**src/rtl/gpio_port_pkg.sv**
```systemverilog
package gpio_port_pkg;
   localparam int ADDR_W = 2;

   typedef enum logic [ADDR_W-1:0] {
      REG_PIN  = 2'd0,
      REG_LAT  = 2'd1,
      REG_DIR  = 2'd2,
      REG_NONE = 2'd3
   } gpio_reg_e;
endpackage

```
**src/rtl/gpio_sync.sv**
```systemverilog
module gpio_sync #(
   parameter int W      = 8,
   parameter int STAGES = 2
) (
   input  logic         clk,
   input  logic         rst_n,
   input  logic [W-1:0] d,
   output logic [W-1:0] q
);
   logic [STAGES-1:0][W-1:0] chain;

   generate
      if (STAGES < 1) begin : g_bad
         $error("gpio_sync: STAGES must be at least 1");
      end
      for (genvar s = 0; s < STAGES; s++) begin : g_stage
         if (s == 0) begin : g_first
            always_ff @(posedge clk or negedge rst_n) begin
               if (!rst_n) chain[0] <= '0;
               else        chain[0] <= d;
            end
         end else begin : g_next
            always_ff @(posedge clk or negedge rst_n) begin
               if (!rst_n) chain[s] <= '0;
               else        chain[s] <= chain[s-1];
            end
         end
      end
   endgenerate

   assign q = chain[STAGES-1];
endmodule

```
**src/rtl/gpio_regs.sv**
```systemverilog
module gpio_regs
   import gpio_port_pkg::*;
#(
   parameter int           W       = 8,
   parameter logic [W-1:0] RST_DIR = '1,
   parameter logic [W-1:0] RST_LAT = '0
) (
   input  logic         clk,
   input  logic         rst_n,
   input  logic         wr,
   input  gpio_reg_e    sel,
   input  logic [W-1:0] wdata,
   output logic [W-1:0] lat_q,
   output logic [W-1:0] dir_q
);
   logic lat_we;
   logic dir_we;

   // pin-register writes are redirected into the output latch
   assign lat_we = wr && (sel == REG_PIN || sel == REG_LAT);
   assign dir_we = wr && (sel == REG_DIR);

   always_ff @(posedge clk or negedge rst_n) begin
      if (!rst_n)      lat_q <= RST_LAT;
      else if (lat_we) lat_q <= wdata;
   end

   always_ff @(posedge clk or negedge rst_n) begin
      if (!rst_n)      dir_q <= RST_DIR;
      else if (dir_we) dir_q <= wdata;
   end
endmodule

```
**src/rtl/gpio_pad_ctrl.sv**
```systemverilog
module gpio_pad_ctrl #(
   parameter int W      = 8,
   parameter int OD_PIN = 4,
   parameter int OSC_LO = 6,
   parameter int OSC_HI = 7
) (
   input  logic [W-1:0] dir_q,
   input  logic [W-1:0] lat_q,
   input  logic [W-1:0] seg_en,
   input  logic         osc_mode,
   output logic [W-1:0] oe,
   output logic [W-1:0] dout
);
   generate
      for (genvar i = 0; i < W; i++) begin : g_pin
         localparam bit IS_OSC = (i == OSC_LO) || (i == OSC_HI);
         logic claimed;
         assign claimed = seg_en[i] | (IS_OSC & osc_mode);

         if (i == OD_PIN) begin : g_od
            // open drain: enable the driver only to pull low
            assign oe[i]   = ~claimed & ~dir_q[i] & ~lat_q[i];
            assign dout[i] = 1'b0;
         end else begin : g_pp
            assign oe[i]   = ~claimed & ~dir_q[i];
            assign dout[i] = ~claimed & lat_q[i];
         end
      end
   endgenerate
endmodule

```
**src/rtl/gpio_rd_mux.sv**
```systemverilog
module gpio_rd_mux
   import gpio_port_pkg::*;
#(
   parameter int           W        = 8,
   parameter int           OSC_LO   = 6,
   parameter int           OSC_HI   = 7,
   parameter logic [W-1:0] ANA_MASK = 8'h2F
) (
   input  logic         rd,
   input  gpio_reg_e    sel,
   input  logic [W-1:0] pin_s,
   input  logic [W-1:0] lat_q,
   input  logic [W-1:0] dir_q,
   input  logic         osc_mode,
   input  logic [W-1:0] ana_sel,
   output logic [W-1:0] rdata
);
   logic [W-1:0] osc_bits;
   logic [W-1:0] vis;
   logic [W-1:0] pin_vis;

   generate
      for (genvar i = 0; i < W; i++) begin : g_osc
         assign osc_bits[i] = (i == OSC_LO) || (i == OSC_HI);
      end
   endgenerate

   assign vis     = osc_mode ? ~osc_bits : '1;
   assign pin_vis = vis & ~(ana_sel & ANA_MASK);

   always_comb begin
      rdata = '0;
      if (rd) begin
         unique case (sel)
            REG_PIN:  rdata = pin_s & pin_vis;
            REG_LAT:  rdata = lat_q & vis;
            REG_DIR:  rdata = dir_q & vis;
            default:  rdata = '0;
         endcase
      end
   end
endmodule

```
**src/rtl/gpio_port.sv**
```systemverilog
module gpio_port
   import gpio_port_pkg::*;
#(
   parameter int           WIDTH       = 8,
   parameter int           SYNC_STAGES = 2,
   parameter int           OD_PIN      = 4,
   parameter int           OSC_LO      = 6,
   parameter int           OSC_HI      = 7,
   parameter logic [WIDTH-1:0] ANA_MASK = 8'h2F
) (
   input  logic             clk,
   input  logic             rst_n,
   input  logic [1:0]       bus_addr,
   input  logic             bus_wr,
   input  logic             bus_rd,
   input  logic [WIDTH-1:0] bus_wdata,
   output logic [WIDTH-1:0] bus_rdata,
   input  logic             osc_mode,
   input  logic [WIDTH-1:0] ana_sel,
   input  logic [WIDTH-1:0] seg_en,
   input  logic [WIDTH-1:0] pad_in,
   output logic [WIDTH-1:0] pad_oe,
   output logic [WIDTH-1:0] pad_out
);
   generate
      if (OD_PIN >= WIDTH || OSC_LO >= WIDTH || OSC_HI >= WIDTH) begin : g_bad_pin
         $error("gpio_port: special pin index outside the port");
      end
      if (SYNC_STAGES < 2) begin : g_bad_sync
         $error("gpio_port: at least two synchronizer stages are required");
      end
   endgenerate

   gpio_reg_e        sel;
   logic [WIDTH-1:0] lat_q;
   logic [WIDTH-1:0] dir_q;
   logic [WIDTH-1:0] pin_s;

   assign sel = gpio_reg_e'(bus_addr);

   gpio_regs #(.W(WIDTH)) u_regs (
      .clk   (clk),
      .rst_n (rst_n),
      .wr    (bus_wr),
      .sel   (sel),
      .wdata (bus_wdata),
      .lat_q (lat_q),
      .dir_q (dir_q)
   );

   gpio_sync #(.W(WIDTH), .STAGES(SYNC_STAGES)) u_sync (
      .clk   (clk),
      .rst_n (rst_n),
      .d     (pad_in),
      .q     (pin_s)
   );

   gpio_pad_ctrl #(.W(WIDTH), .OD_PIN(OD_PIN), .OSC_LO(OSC_LO), .OSC_HI(OSC_HI)) u_pads (
      .dir_q    (dir_q),
      .lat_q    (lat_q),
      .seg_en   (seg_en),
      .osc_mode (osc_mode),
      .oe       (pad_oe),
      .dout     (pad_out)
   );

   gpio_rd_mux #(.W(WIDTH), .OSC_LO(OSC_LO), .OSC_HI(OSC_HI), .ANA_MASK(ANA_MASK)) u_rd (
      .rd       (bus_rd),
      .sel      (sel),
      .pin_s    (pin_s),
      .lat_q    (lat_q),
      .dir_q    (dir_q),
      .osc_mode (osc_mode),
      .ana_sel  (ana_sel),
      .rdata    (bus_rdata)
   );
endmodule

```
**config.mk**
```make
export PLATFORM = sky130hd
export DESIGN_NAME = gpio_port
export DESIGN_NICKNAME = d
export VERILOG_FILES = /design/src/rtl/gpio_port_pkg.sv /design/src/rtl/gpio_sync.sv /design/src/rtl/gpio_regs.sv /design/src/rtl/gpio_pad_ctrl.sv /design/src/rtl/gpio_rd_mux.sv /design/src/rtl/gpio_port.sv
export SDC_FILE = /design/constraint.sdc
export NUM_CORES = 1
export LEC_CHECK = 0
export ABC_AREA = 0
export BUFFER_PORTS_ARGS = -buffer_cell sky130_fd_sc_hd__buf_2
export CAP_MARGIN = 5
export CORE_UTILIZATION = 30
export DETAILED_ROUTE_END_ITERATION = 10
export HOLD_SLACK_MARGIN = 0.03
export PLACE_DENSITY = 0.58
export SLEW_MARGIN = 20
export SYNTH_ARGS = -nofsm -noshare
export SYNTH_HDL_FRONTEND = slang
export SYNTH_SLANG_ARGS = --single-unit
export TNS_END_PERCENT = 5
```
**constraint.sdc**
```tcl
create_clock -name clk -period 2.8 [get_ports clk]
set_input_delay 0.28 -clock clk [delete_from_list [all_inputs] [get_ports clk]]
set_output_delay 0.28 -clock clk [all_outputs]
set_load 0.03 [all_outputs]
```
Word level (Yosys, flattened, before mapping)
Cells that the tools add are included.
Word-level totals
  flip-flop bits (word level): 32
  bits of input ports: 39
  output and inout bits: 24
  logic and storage cells: 53
Operators by class
  equality and inequality tests: 2
  multiplexer cells: 3
  bitwise logic cells: 40
  reductions and logical operators: 4
Operator list (number)
  8-bit bitwise AND: 4
  8-bit case mux with 3 select lines: 1
  1-bit NOT: 17
  1-bit bitwise AND: 16
  8-bit 2-to-1 mux: 2
  6-bit NOT with 8-bit output: 1
  2-bit by 1-bit == test with 1-bit output (second input constant): 1
  2-bit == test (second input constant): 1
  1-bit logical AND: 2
  2-bit zero test: 1
  1-bit bitwise OR: 2
  1-bit logical OR: 1

Longest topological paths before layout
Gate-level depths: netlist (run 1).
  word-level depth: 5
  depth in mapped cells: 5
  depth with buffers taken out: 4

Modules after synthesis
A second synthesis (run 1) with hierarchy kept.
Unflattened totals
  cells, all modules: 108
  area total of the unflattened synthesis: 1482.7 um2
By module, submodules not included
  gpio_regs: times used 1, cells an instance 35, area each 660.6 um2
  gpio_sync: times used 1, cells an instance 24, area each 460.4 um2
  gpio_rd_mux: times used 1, cells an instance 32, area each 270.3 um2
  gpio_pad_ctrl: times used 1, cells an instance 17, area each 91.3 um2

Least setup slack after synthesis (run 1)
OpenSTA, ideal clock, no wires.
  kind: input -> output
  start point: in bus_addr[0]
  end point: out bus_rdata[6]
  arrival: 1.642 ns
  required time: 2.520 ns
  path slack: 0.878 ns
  stages: 4
  path buffers: 0
  cell sequence: inv_1 > ha_1 > nand3b_1 > o32ai_1
On the way
  cells in the longest elaborated chain, start to end: 3
RTL lines
  from (decl): line gpio_port.sv:13  | input logic [1:0] bus_addr,
  2-bit == test (tied with other cells): line gpio_rd_mux.sv:34  | unique case (sel)
  8-bit case mux with 3 select lines (*): line gpio_rd_mux.sv:34
  8-bit 2-to-1 mux (*): line gpio_rd_mux.sv:33  | if (rd) begin
  to (decl): line gpio_port.sv:17  | output logic [WIDTH-1:0] bus_rdata,
Mark *: on every way between the ends. The rest lies on a longest branch, timed or not.

Final worst setup path (run 1)
  start point: in bus_addr[0]
  end point: out bus_rdata[7]
Same word-level chain as after synthesis.

==> out/results.txt, run 1 <==
The flow ran to the end, and the final reports show no timing, DRC or antenna violations. The clock group share of total power is 0.318. The netlist uses 21 different library cells.

The total clock buffers created by CTS was 5; the number of filler instances in the final layout was 416. The I/O pin total was 63. The number of antenna-violating nets in the routed design is 0.

The setup slack on the worst flop-to-flop path is 2.02 ns, and the total congestion overflow after global routing is 0. Of all nets on the critical path, the largest fanout is 8. The remaining max-slew budget at the tightest pin was 0.532; the routed length per placed instance was 14.4 µm. The post-synthesis average cell area is 13.7 µm².

The timing-limited maximum frequency was 503 MHz. The first global-routing pass estimated 5.11 mm of wire. Setup repair after global routing left no endpoint under its margin. The run gives 0.863 mW as the internal power contribution. The share of layout cells above drive strength 1 is 0.561, and the count of cells resized by post-cts repair is 0.

The count of inserted antenna diode cells was 0; the pin count of the biggest net entering global routing was 33. The sequential cell area fraction in the yosys report was 0.588; the initial antenna violation count was 0. The final cycle utilization of the critical path was 0.710; the number of buffers added to fix hold violations after cts was 0.

The core region area was 4380 µm²; the worst endpoint data arrival time was 1.71 ns. Maximum ir drop on the vdd rail: 0.361 mV. The length in cells of the worst reg-to-reg path is 1. Between clock sinks in the finished design, the worst skew comes to 0.00311 ns. TritonCTS built the clock tree.

The congestion estimate from routability-driven global placement came to 0.668. The tightest min-delay check is of the input port to asynchronous set/reset pin type. After detailed placement, the total cell area comes to 1710 µm². The tools report the cell count after synthesis as 101. The completed layout was analyzed and its total power is 1.20 mW. The run gives 811 µm² as the total area of sequential cells. The area growth from synthesis to layout is 31.4%. Number of flops mapped to enable cells by yosys: 0. The setup TNS after final layout is 0 ns.

Max-cap violations in this run came to 0. The synthesized cell area is 1380 µm², and the proportion of register bits with asynchronous set or reset after synthesis is 1.00. Across all layers, the routed design uses 1000 vias.

For this run, design rule violations remaining after detail routing come to 0. Power density normalized to cell area: 662 nW/µm². The analysis attributes to cell leakage a power of 0.892 nW. Portion of total power attributed to combinational logic: 0.207. Once the clock tree was built, the setup fixing pass inserted 0 buffers. The H-tree depth is 2.

The cell sitting at the root of the clock tree is a clkbuf_8. The sequential share of power was 0.474; the clock latency at the later pin of the worst-skew pair was 0.28 ns. Counting every sink on the clock net gives 32. The clock period could shrink to 1.99 ns.

The Yosys step of the flow raised 0 warnings. In the layout the commonest cells are 58 x buf_2, 24 x dfrtp_1, 16 x mux2_2. The row count was 24; the die boundary height was 69.8 µm.

The logs give 0 for the final number of max-transition violations and 2 for the first-pass iteration count of the detailed router. Category of the worst setup path capture point: a primary output. The clock slew at the register clock pins of the worst setup and hold paths was 0.06 ns. The floorplan step defined a die boundary enclosing 4870 µm².

The tools report the overall track demand over capacity in global routing as 0.138. The most common library cell in the layout ignoring fill and taps is buf_2. The effective utilization at floorplan was 0.314; the number of endpoints failing setup at the final stage was 0. The prevailing post-synth register cell is dfrtp_1. The kind of launch point of the worst setup path was an input port.

The clock passes through at most 2 buffers. After the first detailed-routing iteration, the DRC count stood at 25. The switching power total came out at 0.337 mW. The per-cell via count in the routed design came out at 4.63. In this run the critical register-to-register path is captured at u_regs.lat_q[1]$_DFFE_PN0P_.

The number of flip-flops and latches in the synthesized netlist is 32. The switching portion of total power came out at 0.281. The number of global-route vias before repair came out at 1104.

The finished cells cover 1810 µm². The transition time of the tightest slew-check pin was 0.702 ns; the sum of routed wire length over all layers was 3.12 mm. At the end of the flow, the number of nets in the layout was 206. Total nets after synthesis: 144. The worst register-to-register path begins at u_regs.lat_q[1]$_DFFE_PN0P_. Required time of the worst setup path: 2.52 ns. The die is 69.8 µm wide. Summed over all nets, the half-perimeter wirelength after detailed placement is 2.19 mm.

The run gives 515 µm² as the area of the multi-input gates. The number of hold violations in the final report was 0; the total of buffers placed on input and output ports was 58. The critical path in this run is classified as input port to primary output.
==> cell type report <==
cell class | count | area share
timing repair buffer | 58 | 0.160
inverter | 8 | 0.0166
sequential | 32 | 0.448
multi-input combinational | 58 | 0.285
clock buffer | 8 | 0.0552
tap | 52 | 0.0359
==> how the worst max path moves through the flow <==
stage | depth (start not counted) | slack (ns) | endpoint | start
global route | 6 | 0.69 | bus_rdata[7] | bus_addr[0]
CTS | 6 | 0.80 | bus_rdata[7] | bus_addr[0]
global placement | 6 | 0.79 | bus_rdata[7] | bus_addr[0]
detailed placement | 6 | 0.80 | bus_rdata[7] | bus_addr[0]
floorplan | 4 | 0.88 | bus_rdata[6] | bus_addr[0]
finish | 6 | 0.81 | bus_rdata[7] | bus_addr[0]
==> cells in the mapped netlist, types with 2 or more instances <==
| cell | number | share of area |
|---|---|---|
| inv_1 | 8 | 0.022 |
| dfrtp_1 | 24 | 0.44 |
| mux2i_1 | 8 | 0.058 |
| dfstp_2 | 8 | 0.15 |
| mux2_2 | 16 | 0.13 |
| nor2_1 | 5 | 0.014 |
| nand2b_1 | 2 | 0.0091 |
| nor3b_1 | 2 | 0.011 |
| ha_1 | 4 | 0.036 |
| nor2b_1 | 5 | 0.023 |
| nor3_1 | 3 | 0.011 |
| o32ai_1 | 7 | 0.044 |
==> worst max-delay path, stage by stage <==
cell and delay [ns]:
buf_2 0.11, inv_1 0.06, ha_1 0.27, nand3b_1 0.34, o32ai_1 0.39, buf_2 0.25
==> registers in the layout, indices dropped and copies added, names as in the netlist <==
name / flops
u_sync.chain: 8
u_sync.q: 8
u_regs.dir_q: 8
u_regs.lat_q: 8
==> metrics by stage <==
stage	util	setup slack [ns]	hold WS [ns]	instances
2_1_floorplan	-	0.878	-0.0156	101
3_3_place_gp	0.390	0.788	0.332	208
3_5_place_dp	0.390	0.805	0.338	208
4_1_cts	0.413	0.803	0.0623	216
5_1_grt	0.413	0.688	0.0859	216
6_report	0.413	0.811	0.0460	216
==> power groups by stage <==
stage	Sequential, mW	Combinational, mW	Clock (mW)
finish	0.569	0.249	0.382
global route	0.576	0.268	0.421
CTS	0.568	0.252	0.396
detailed placement	0.576	0.251	0
global placement	0.572	0.245	0
floorplan	0.564	0.170	0
==> layer usage <==
| layer | vias to the layer above | routed length [µm] | GRT usage | part of all wire |
|---|---|---|---|---|
| met2 | 47 | 1500 | 0.228 | 0.48 |
| met5 | - | 0 | 0 | 0 |
| li1 | 473 | - | - | - |
| met1 | 476 | 1350 | 0.165 | 0.43 |
| met3 | 4 | 232 | 0.0494 | 0.074 |
| met4 | 0 | 34 | 0.0511 | 0.011 |
==> cells by family (layout without fill, tap and decap cells) <==
| kind of cell | Yosys count | count (layout) | share of synthesized area |
|---|---|---|---|
| AO/OA/AOI/OAI | 9 | 9 | 0.0608 |
| adder cells (fa/ha/maj) | 4 | 4 | 0.0363 |
| buffers and inverters | 11 | 74 | 0.0381 |
| flip-flops | 32 | 32 | 0.588 |
| multiplexers | 24 | 24 | 0.189 |
| other | 1 | 1 | 0.00272 |
| AND/OR/NAND/NOR | 20 | 20 | 0.0853 |
(Power assumes the default switching activity.)
==> run 2, diff against run 1 <==
Settings changed: ABC_AREA 0 to 1.
Clock period 2.8 ns to 1.85 ns, I/O delays scaled along.
==> out/results.txt, run 2 <==
The run finished with clean final reports. Number of endpoints failing setup at the final stage: 0 (unchanged). The effective utilization at floorplan was 0.312 (-0.00297). Main combinational cell family by area after synthesis: simple AND/OR/NAND/NOR gates. The met3 layer usage reported by global route was 0.0389 (-0.0105); the required time of the worst setup path was 1.66 ns (-0.86 ns). The number of different library cells in the post-synthesis netlist is 17 (-19%), and the count of cells resized by post-cts repair is 0 (unchanged). The met2 usage is 0.224 (-0.00325). Sum of routed wire length over all layers: 3.10 mm (-0.55%). The maximum ir drop on the vdd rail came out at 0.692 mV (+92%).

Number of non-filler instances in the completed layout: 301 (+39%). The highest-utilization routing layer at the global route stage was met2. In this run the worst setup path terminates at bus_rdata[7].

The root buffer cell is clkbuf_8. The worst setup path is launched from an input port. The core region area is 4720 µm² (+7.7%), and the setup slack on the worst flop-to-flop path is 1.08 ns (-0.94 ns). The number of flops mapped to enable cells by yosys was 0 (unchanged). The area fraction in and, or, nand and nor cells after synthesis was 0.197 (+0.112); the cell count after synthesis was 164 (+62%).

The path type of the worst setup path is input port to primary output. The most used flip-flop cell after synthesis is dfrtp_1. The worst path in the final design needs a cycle of 1.58 ns, including I/O delays and setup.

The length in cells of the worst reg-to-reg path was 2 (+1); the routed length per placed instance was 10.3 µm (-29%). The run gives 0.166 (+0.00128) as the met1 routing resource usage after global routing. Endpoint of the most critical register-to-register path: u_regs.dir_q[3]$_DFFE_PN1P_. For the HPWL after detailed placement, the log shows 2.28 mm (+4.1%). The path class of the tightest hold or removal check is input port to flop. The post-route worst setup slack is 0.272 ns (-0.539 ns), and the adder-cell share of the synthesized area is 0.0340 (-0.00228).

The run gives 0.246 ns (-0.559 ns) as the worst slack at placement. The pin count of the biggest net entering global routing was 33 (unchanged); the post-synthesis average cell area was 8.97 µm² (-34%). Leaving out fill and tap cells, the most frequent cell in the layout is buf_2. Setup repair after global routing left no endpoint under its margin. Worst-case clock skew: 0.00577 ns (+0.00266 ns). The synthesized design spends more area on one cell type than any other, namely dfrtp_1.

Among cell families on the critical path, the largest total delay comes from buffers and inverters. Fraction of synthesized area in multiplexers: 0 (-0.189). The die boundary height is 72.0 µm (+3.2%). The run gives 0 (unchanged) as the total setup buffers inserted after CTS.

The final layout net count is 276 (+34%), and the I/O pin total is 63 (unchanged). The routability-driven placement congestion ratio is 0.798 (+19%), and the sequential cell area fraction in the yosys report is 0.551 (-0.0370). The wire length of the first global-routing pass is 5.26 mm (+3.0%), and the H-tree depth is 2 (unchanged). On the critical path, the stage with the largest delay is an instance of ha_1. TritonCTS sink count: 32 (unchanged).

The tools report the total clock buffers created by CTS as 5 (unchanged). The beginning of the critical path is bus_addr[0]. The share of layout cells above drive strength 1 came out at 0.346 (-0.215).

Traced cell by cell, the critical path runs through buf_2, inv_1, ha_1, inv_1, nand2_1, nand3_1, a21oi_1, buf_2. The number of buffers added to fix hold violations after cts came out at 9 (+9). The row count was 25 (+4.2%).

The initial antenna violation count is 0 (unchanged), and the power density normalized to cell area is 938 nW/µm² (+42%). The number of cells in the design after placement is 284 (+37%). In this run the critical register-to-register path is launched from u_regs.dir_q[3]$_DFFE_PN1P_. The compound-cell area share of the yosys netlist works out to 0.0978 (+0.0370). The static leakage power was 1.06 nW (+19%); the total congestion overflow after global routing was 0 (unchanged). The total nets after synthesis was 207 (+44%). The clock slew at the register clock pins of the worst setup and hold paths is 0.07 ns (about the same), and the number of warning messages in the yosys log is 0 (unchanged). TritonCTS built the clock tree. The run gives 1.87 mW (+56%) as the total power draw. The number of antenna-violating nets in the routed design is 0 (unchanged), and the number of DRC markers in iteration 0 is 44 (+76%). For the count of inserted antenna diode cells, the log shows 0 (unchanged). The logs give 5190 µm² (+6.5%) for the area of the die and 1.39 ns (-0.32 ns) for the worst endpoint data arrival time. Clock tree buffer depth: 2 (unchanged).

Final number of max-transition violations: 0 (unchanged). The combined buffer and inverter count along the critical path is 4 (+1), and the remaining max-slew budget at the tightest pin is 0.533 (+0.00170). Yosys attributes the largest share of cell area to dfrtp_1 41%, dfstp_2 14%, nand2_1 8.7%, inv_1 7.7%, o21ai_0 4.8%.

The area growth from synthesis to layout is 35.5%. The commonest cells after synthesis are 34 x nand2_1, 30 x inv_1, 24 x dfrtp_1, 14 x o21ai_0, 11 x nor2_1. The clock latency at the later pin of the worst-skew pair was 0.27 ns (about the same); the first-pass iteration count of the detailed router was 4 (+2).

Proportion of register bits with asynchronous set or reset after synthesis: 1.00 (unchanged). The setup TNS after final layout is 0 ns (unchanged), and the delay of the slowest critical-path stage is 0.28 ns (-0.11 ns). The fraction of synthesized cell area taken by the top area cell type was 0.408 (-0.0274); the total number of vias was 1260 (+26%).

Max-capacitance violation count: 0 (unchanged). The library cells used most frequently in the layout, excluding fill and tap cells, are 58 x buf_2, 34 x nand2_1, 30 x inv_1. The per-cell via count in the routed design came out at 4.19 (-9.6%). The number of hold violations in the final report is 0 (unchanged). The final cycle utilization of the critical path is 0.853. The category of the worst setup path capture point was a primary output. For the synthesized cell area, the log shows 1470 µm² (+6.7%).

Number of flip-flops and latches in the synthesized netlist: 32 (unchanged). Total of buffers placed on input and output ports: 58 (unchanged). The number of logic stages on the critical path including buffering was 8 (+2). The number of global-route vias before repair was 1238 (+12%). The transition time of the tightest slew-check pin was 0.700 ns (-0.00255 ns); the horizontal die dimension was 72.0 µm (+3.2%). The dominant cell by count in the synthesized netlist was nand2_1. The overall track demand over capacity in global routing is 0.134 (-0.00404), and the xor and xnor fraction of the mapped netlist area is 0 (unchanged).

Timing would allow up to 634 MHz. Final core area utilization: 0.422 (+0.00901). The top fanout value on the critical path was 8 (unchanged); the DRC violation count after routing was 0 (unchanged).
[run 2: cell types whose count changed after synthesis, moves of 14 or more]
cell and change:
nand2_1 +34, inv_1 +22, mux2_2 -16, o21ai_0 +14
[run 2: routing by layer]
metal  vias up  wire, µm
met5         -         0
met4         0        17
met3         2       175
met2        45      1460
met1       576      1450
li1        637         -
[run 2: layout make-up]
type,instances,area [µm²]
fill,485,2730
sequential,32,811
multi-input combinational,96,488
timing repair buffer,68,388
inverter,30,113
tap,67,83.8
clock buffer,5,68.8
clock inverter,3,42.5
[run 2: tightest hold or removal path: stages]
cell and delay, ns:
buf_2 0.10, inv_1 0.05, o21ai_0 0.08
[run 2: report_power, final]
group | switching (mW) | internal, mW | total, mW | leakage (nW)
logic | 0.240 | 0.137 | 0.378 | 0.636
registers | 0.0436 | 0.794 | 0.838 | 0.369
clock network | 0.258 | 0.398 | 0.656 | 0.0541
[run 2: worst min path at each step]
stage                            start                     endpoint  cells past startpoint
after floorplan                  rst_n  u_regs.lat_q[0]$_DFFE_PN0P_                      0
after global placement           rst_n    u_sync.chain[6]$_DFF_PN0_                      1
after detailed placement         rst_n    u_sync.chain[6]$_DFF_PN0_                      1
after CTS                 bus_wdata[4]  u_regs.dir_q[4]$_DFFE_PN1P_                      3
after global routing      bus_wdata[1]  u_regs.dir_q[1]$_DFFE_PN1P_                      3
final                     bus_wdata[4]  u_regs.dir_q[4]$_DFFE_PN1P_                      3
[run 2: kinds of logic after synthesis]
family	Yosys count
simple gates	66
buf+inv	36
flops	32
compound gates	25
fa+ha+maj	4
other cells	1
[run 2: through the flow]
stage,hold WS (ns),instance area (µm²)
2_1_floorplan,-0.111,1470
3_3_place_gp,0.264,1790
5_1_grt,0.142,1990
6_report,0.144,1990
4_1_cts,0.135,1990
3_5_place_dp,0.282,1790
